File: src/rtl/fe_pkg.sv
package fe_pkg;
  typedef enum logic [3:0] {
    ST_READ, ST_U1, ST_U2, ST_SETUP, ST_U3, ST_U4, ST_SWIN, ST_SBUSY, ST_CBUSY
  } fe_state_e;

  localparam logic [7:0] CMD_UNLK1 = 8'hAA;
  localparam logic [7:0] CMD_UNLK2 = 8'h55;
  localparam logic [7:0] CMD_SETUP = 8'h80;
  localparam logic [7:0] CMD_CHIP  = 8'h10;
  localparam logic [7:0] CMD_SECT  = 8'h30;
  localparam logic [7:0] CMD_SUSP  = 8'hB0;
  localparam logic [11:0] ADR_UNLK1 = 12'h555;
  localparam logic [11:0] ADR_UNLK2 = 12'h2AA;
endpackage

File: src/rtl/fe_cmd_decode.sv
module fe_cmd_decode import fe_pkg::*; #(
  parameter int AW = 12,
  parameter int SW = 3
) (
  input  logic [AW-1:0] addr_i,
  input  logic [7:0]    data_i,
  output logic          unlk1_o,
  output logic          unlk2_o,
  output logic          setup_o,
  output logic          chip_o,
  output logic          sect_o,
  output logic          susp_o,
  output logic [SW-1:0] sect_idx_o
);
  logic a555, a2aa;
  assign a555       = (addr_i == AW'(ADR_UNLK1));
  assign a2aa       = (addr_i == AW'(ADR_UNLK2));
  assign unlk1_o    = a555 && (data_i == CMD_UNLK1);
  assign unlk2_o    = a2aa && (data_i == CMD_UNLK2);
  assign setup_o    = a555 && (data_i == CMD_SETUP);
  assign chip_o     = a555 && (data_i == CMD_CHIP);
  assign sect_o     = (data_i == CMD_SECT);
  assign susp_o     = (data_i == CMD_SUSP);
  assign sect_idx_o = addr_i[AW-1 -: SW];
endmodule

File: src/rtl/fe_down_counter.sv
module fe_down_counter #(
  parameter int W = 8
) (
  input  logic         clk_i,
  input  logic         rst_ni,
  input  logic         load_i,
  input  logic [W-1:0] load_val_i,
  input  logic         en_i,
  output logic         zero_o
);
  logic [W-1:0] cnt_q;

  always_ff @(posedge clk_i or negedge rst_ni) begin
    if (!rst_ni)                  cnt_q <= '0;
    else if (load_i)              cnt_q <= load_val_i;
    else if (en_i && cnt_q != '0) cnt_q <= cnt_q - 1'b1;
  end

  assign zero_o = (cnt_q == '0);

  // an exhausted counter never wraps
  p_hold_zero_r6: assert property (@(posedge clk_i) disable iff (!rst_ni)
    (zero_o && en_i && !load_i) |=> zero_o);
endmodule

File: src/rtl/flash_erase_decoder.sv
module flash_erase_decoder import fe_pkg::*; #(
  parameter int AW        = 12,
  parameter int NSECT     = 8,
  parameter int WIN_CYC   = 20,
  parameter int ERASE_CYC = 50
) (
  input  logic             clk_i,
  input  logic             rst_ni,
  input  logic             we_i,
  input  logic [AW-1:0]    addr_i,
  input  logic [7:0]       data_i,
  output logic             rdy_o,
  output logic             timer_o,
  output logic             read_mode_o,
  output logic             suspend_o,
  output logic [NSECT-1:0] erase_set_o
);
  localparam int SW = $clog2(NSECT);
  localparam int WW = $clog2(WIN_CYC + 1);
  localparam int EW = $clog2(ERASE_CYC + 1);

  fe_state_e        state_q, state_d;
  logic [NSECT-1:0] set_q, set_d, sect_oh;
  logic             susp_q, susp_d;
  logic             win_load, win_en, win_zero;
  logic             ers_load, ers_en, ers_zero;
  logic             is_unlk1, is_unlk2, is_setup, is_chip, is_sect, is_susp;
  logic [SW-1:0]    sect_idx;

  fe_cmd_decode #(.AW(AW), .SW(SW)) u_dec (
    .addr_i(addr_i), .data_i(data_i),
    .unlk1_o(is_unlk1), .unlk2_o(is_unlk2), .setup_o(is_setup),
    .chip_o(is_chip), .sect_o(is_sect), .susp_o(is_susp),
    .sect_idx_o(sect_idx)
  );

  assign sect_oh = NSECT'(1) << sect_idx;

  always_comb begin
    state_d  = state_q;
    set_d    = set_q;
    susp_d   = susp_q;
    win_load = 1'b0;
    ers_load = 1'b0;
    unique case (state_q)
      ST_READ:  if (we_i && is_unlk1) state_d = ST_U1;
      ST_U1:    if (we_i) state_d = is_unlk2 ? ST_U2 : ST_READ;
      ST_U2:    if (we_i) state_d = is_setup ? ST_SETUP : ST_READ;
      ST_SETUP: if (we_i) state_d = is_unlk1 ? ST_U3 : ST_READ;
      ST_U3:    if (we_i) state_d = is_unlk2 ? ST_U4 : ST_READ;
      ST_U4: if (we_i) begin
        if (is_chip) begin
          state_d  = ST_CBUSY;
          set_d    = '1;
          ers_load = 1'b1;
        end else if (is_sect) begin
          state_d  = ST_SWIN;
          set_d    = sect_oh;
          win_load = 1'b1;
        end else begin
          state_d  = ST_READ;
        end
      end
      ST_SWIN: begin
        if (we_i) begin
          if (is_sect) begin
            set_d    = set_q | sect_oh;
            win_load = 1'b1;  // late sector restarts window
          end else if (is_susp) begin
            susp_d   = 1'b1;
          end else begin
            state_d  = ST_READ;
            set_d    = '0;
            susp_d   = 1'b0;
          end
        end else if (win_zero) begin
          state_d  = ST_SBUSY;
          ers_load = 1'b1;
        end
      end
      ST_SBUSY: begin
        if (ers_zero) begin
          state_d = ST_READ;
          set_d   = '0;
          susp_d  = 1'b0;
        end else if (we_i && is_susp) begin
          susp_d  = 1'b1;
        end
      end
      ST_CBUSY: if (ers_zero) begin
        state_d = ST_READ;
        set_d   = '0;
      end
      default: state_d = ST_READ;
    endcase
  end

  assign win_en = (state_q == ST_SWIN) && !we_i;
  assign ers_en = (state_q == ST_SBUSY) || (state_q == ST_CBUSY);

  fe_down_counter #(.W(WW)) u_win (
    .clk_i(clk_i), .rst_ni(rst_ni), .load_i(win_load),
    .load_val_i(WW'(WIN_CYC - 1)), .en_i(win_en), .zero_o(win_zero)
  );

  fe_down_counter #(.W(EW)) u_ers (
    .clk_i(clk_i), .rst_ni(rst_ni), .load_i(ers_load),
    .load_val_i(EW'(ERASE_CYC - 1)), .en_i(ers_en), .zero_o(ers_zero)
  );

  always_ff @(posedge clk_i or negedge rst_ni) begin
    if (!rst_ni) begin
      state_q <= ST_READ;
      set_q   <= '0;
      susp_q  <= 1'b0;
    end else begin
      state_q <= state_d;
      set_q   <= set_d;
      susp_q  <= susp_d;
    end
  end

  assign rdy_o       = !(state_q inside {ST_SWIN, ST_SBUSY, ST_CBUSY});
  assign timer_o     = (state_q == ST_SBUSY) || (state_q == ST_CBUSY);
  assign read_mode_o = (state_q == ST_READ);
  assign suspend_o   = susp_q;
  assign erase_set_o = set_q;

  p_chip_ignore_r7: assert property (@(posedge clk_i) disable iff (!rst_ni)
    (state_q == ST_CBUSY && !ers_zero) |=> (state_q == ST_CBUSY && erase_set_o == '1 && !suspend_o));

  p_sbusy_hold_r6: assert property (@(posedge clk_i) disable iff (!rst_ni)
    (state_q == ST_SBUSY && !ers_zero) |=> (timer_o && $stable(erase_set_o)));

  p_abort_r5: assert property (@(posedge clk_i) disable iff (!rst_ni)
    (state_q == ST_SWIN && we_i && !is_sect && !is_susp) |=> (read_mode_o && rdy_o && erase_set_o == '0));

  p_set_grow_r4: assert property (@(posedge clk_i) disable iff (!rst_ni)
    (state_q == ST_SWIN) |=> (((erase_set_o & $past(erase_set_o)) == $past(erase_set_o)) || read_mode_o));

  p_done_release_r9: assert property (@(posedge clk_i) disable iff (!rst_ni)
    (timer_o && ers_zero) |=> (rdy_o && read_mode_o && erase_set_o == '0 && !suspend_o));
endmodule

File: config.mk
export PLATFORM = sky130hd
export DESIGN_NAME = flash_erase_decoder
export DESIGN_NICKNAME = d
export VERILOG_FILES = /design/src/rtl/fe_pkg.sv /design/src/rtl/fe_cmd_decode.sv /design/src/rtl/fe_down_counter.sv /design/src/rtl/flash_erase_decoder.sv
export SDC_FILE = /design/constraint.sdc
export NUM_CORES = 1
export LEC_CHECK = 0
export CORE_UTILIZATION = 35
export CTS_BUF_LIST = sky130_fd_sc_hd__clkbuf_8
export DETAILED_ROUTE_END_ITERATION = 12
export DONT_BUFFER_PORTS = 1
export HOLD_SLACK_MARGIN = 0.02
export PLACE_DENSITY = 0.53
export SLEW_MARGIN = 5
export SYNTH_ARGS = -nofsm -noshare
export SYNTH_HDL_FRONTEND = slang
export SYNTH_SLANG_ARGS = --single-unit
File: constraint.sdc
create_clock -name clk_i -period 3.4 [get_ports clk_i]
set_clock_uncertainty 0.15 [all_clocks]
set_input_delay 0.51 -clock clk_i [delete_from_list [all_inputs] [get_ports clk_i]]
set_output_delay 0.51 -clock clk_i [all_outputs]
set_load 0.005 [all_outputs]
==> flow_metrics.py <==
metrics = {
    "power": {
        "p_seq_share_pct": 45.7,
        "p_comb_share_pct": 25.4,
        "p_switching_uw": 285,
        "power_uw": 881,
        "p_leak_uw": 0.000736,
        "cellPowerDensity_nw_per_um2": 472,
        "p_clk_share_pct": 28.8,
        "swShare_pct": 32.3,
        "internal_power_uw": 597,
        "irDropWorstVdd_uv": 203,
    },
    "synth": {
        "async_flop_share_pct": 100,
        "synth_top_area_cell": "dfrtp_1",
        "syn-num-nets": 217,
        "synthMuxAreaShare_pct": 0,
        "synth_cell_types": 53,
        "ys_seq_elements": 24,
        "synthAdderAreaFrac_pct": 2.94,
        "synth_top_family_by_area": "simple AND/OR/NAND/NOR gates",
        "synth_top_area_share_pct": 35.3,
        "synth_compound_area_share_pct": 16.9,
        "syn_inst": 190,
        "avgSynthCellArea_sq_um": 8.95,
        "synth_edf_count": 0,
        "yosys.area_share.simple_pct": 36.6,
        "synth.area.top_cells": "dfrtp_1, nor3_1, o2bb2ai_1",
        "synthFlopType": "dfrtp_1",
        "synth-xor-area-share_pct": 4.64,
        "synth_seq_area_share_pct": 35.3,
        "ys_warn_count": 0,
        "syn_area_sq_um": 1700,
    },
    "layout": {
        "fin_nets": 220,
        "drive_above_1_share_pct": 8.85,
        "area_growth_pct": 9.71,
        "num-fill-cells": 473,
        "final_cells": 244,
        "n_antenna_cell": 0,
    },
    "grt": {
        "antenna_found_initial": 0,
        "grt_pass1_vias": 1492,
        "grt_use_total_pct": 17.3,
        "overflow": 0,
        "grt_pass1_wl_um": 7110,
        "grt_max_degree": 25,
    },
    "floorplanning": {
        "coreArea_sq_um": 4500,
        "die_h_um": 71.7,
        "io_pins": 35,
        "core.rowCount": 24,
        "die-width_um": 71.7,
        "initial_core_util_pct": 37.8,
        "die-area_sq_um": 5140,
    },
    "status": {
        "status": "completed",
    },
    "job": {
        "cap_violations": 0,
    },
    "route": {
        "vias_per_cell": 6.18,
        "drc": 0,
        "drtIter0Drc": 61,
        "ant_nets": 0,
        "first_pass_iters": 4,
        "post_drt_wl_per_cell_um": 17.3,
        "drt_wl_total_um": 4220,
        "vias": 1507,
    },
    "timing": {
        "worst_slew_pin_slew_ps": 735,
        "relSlewSlack_pct": 50.4,
        "hold_violations": 0,
        "fin_crit_sh_pct": 82.4,
        "tns_ps": 0,
        "min_period_ps": 2800,
        "clock.fmax_mhz": 357,
        "rsz0062_at_grt": "false",
        "holdWs_ps": 309,
        "drv_slew": 0,
        "finalSetupViolCount": 0,
    },
    "clock_network": {
        "htreeDepth": 1,
        "clkLatencyLatePin_ps": 270,
        "cts_tree": "done",
        "clkTransAtPathRegs_ps": 90,
        "cts_resized": 0,
        "cts_buffer_depth": 2,
        "numCtsBuffers": 3,
        "cts_root_buffer": "clkbuf_8",
        "post_cts_buffers": 0,
        "clock-sinks": 24,
    },
    "worst_setup_path": {
        "crit_fanout": 8,
        "cpPeakStageDelay_ps": 650,
        "start_kind": "flip-flop",
        "worst-path-buf-inv": 1,
        "slowest_stage": "or4_1",
        "cp.arrival_ps": 2850,
        "path_cells": "inv_1 -> ha_1 -> or4b_4 -> a2bb2oi_2 -> or4_1 -> nor3_2 -> o21bai_1",
        "cp.required_ps": 3450,
        "crit_path_end_kind": "flip-flop",
        "path_class": "reg2reg",
        "worst_path_dominant_cell_family": "simple AND/OR/NAND/NOR gates",
    },
    "worst_hold_path": {
        "worstHoldPathType": "in2reg",
    },
    "placement": {
        "dp_cells": 238,
        "port_buffers": 0,
        "gp_congestion": 0.803,
        "dp_hpwl_um": 3240,
    },
}
-- power groups by stage --
stage | Sequential, uW | Clock, uW | Combinational [uW]
floorplan | 370 | 0 | 206
global placement | 404 | 0 | 202
detailed placement | 406 | 0 | 214
CTS | 401 | 261 | 227
global route | 413 | 273 | 255
finish | 403 | 254 | 224
-- placed cells by master, fill, tap and decap left out, drive strengths merged, types with 3 or more instances in the layout --
master and count:
nand2 15, nor3 15, xnor2 4, nor2 14, nand4 5, nor4bb 5
buf 5, o21ai 4, a41oi 3, inv 8, xor2 5, o2bb2ai 7
and4 3, or4 3, dfrtp 24, ha 4, and3 4, nor4 3
or3 4, and2 3, clkbuf 3, or4b 3, a21oi 5, nor4b 4
nand3 6
-- cell type report --
type                    instances  area [sq um]  share of cell area (%)
multi-input cells             150          1040                    55.7
flip-flops and latches         24           601                    32.2
well taps                      52          65.1                    3.49
repair buffers                  6          60.1                    3.22
clock buffers                   3          41.3                    2.21
clock inverters                 1          30.0                    1.61
inverters                       8          30.0                    1.61
-- registers in the layout (all words and copies together) (netlist names) --
register / count
erase_set_o: 8
u_ers.cnt_q: 6
u_win.cnt_q: 5
state_q: 4
suspend_o: 1
-- path summary, 6_finish.rpt --
check / start / end / slack (ps) / depth (start not counted)
worst max register to register: u_ers.cnt_q[0]$_DFFE_PN0P_ / state_q[3]$_DFFE_PN0P_ / 600 / 7
max in group asynchronous: rst_ni / erase_set_o[4]$_DFFE_PN0P_ / 2440 / 2
worst min-delay path: addr_i[10] / erase_set_o[6]$_DFFE_PN0P_ / 310 / 2
worst max-delay path: u_ers.cnt_q[0]$_DFFE_PN0P_ / state_q[3]$_DFFE_PN0P_ / 600 / 7
worst min register to register: erase_set_o[0]$_DFFE_PN0P_ / erase_set_o[0]$_DFFE_PN0P_ / 380 / 1
min in group asynchronous: rst_ni / state_q[0]$_DFFE_PN0P_ / 510 / 2
-- metal layers --
metal  global-route usage (%)  vias up  wire [um]
met4                     2.61        0         29
met1                     22.2      746       1870
met2                     30.1       26       2110
met3                     4.22        4        210
met5                        0        -          0
li1                         -      731          -
-- worst register-to-register path, delay by kind of cell, from the launching register on --
kind | cells | cell delay (ps)
and+or+nand+nor | 3 | 1550
AOI/OAI and AO/OA | 2 | 380
adders and majority gates | 1 | 150
buffers and inverters | 1 | 110
DFF | 1 | 390
-- kinds of logic (layout without fill, tap and decap cells) --
| family | after synthesis | count (layout) |
|---|---|---|
| XOR/XNOR | 9 | 9 |
| buffers and inverters | 16 | 18 |
| flip-flops | 24 | 24 |
| AND/OR/NAND/NOR | 100 | 100 |
| adder cells (fa/ha/maj) | 4 | 4 |
| AO/OA/AOI/OAI | 37 | 37 |
-- stage by stage --
stage / setup slack, ps / util [%] / cell area [sq um]
final: 599 / 41.4 / 1870
after global routing: 433 / 41.4 / 1870
after CTS: 563 / 41.4 / 1870
after detailed placement: 583 / 39.2 / 1760
after global placement: 691 / 39.2 / 1760
after floorplan: 746 / - / 1700
-- cells in the mapped netlist (all sizes together) (3+ instances only) --
master / number
xnor2: 4
a21oi: 5
nor3: 15
nor4bb: 5
nand3: 6
nand2: 15
and3: 4
xor2: 5
nor4: 3
and4: 3
nor4b: 4
o21ai: 4
or3: 4
or4b: 3
ha: 4
a41oi: 3
inv: 8
or4: 3
nand4: 5
and2: 3
clkbuf: 7
o2bb2ai: 7
dfrtp: 24
nor2: 14
-- timing repair --
action | CTS | global route
endpoints found under the setup margin | 0 | 0
hold buffers | 2 | 0
endpoints found under the hold margin | 24 | 0
Note: power is estimated with default switching activity, not from simulation.
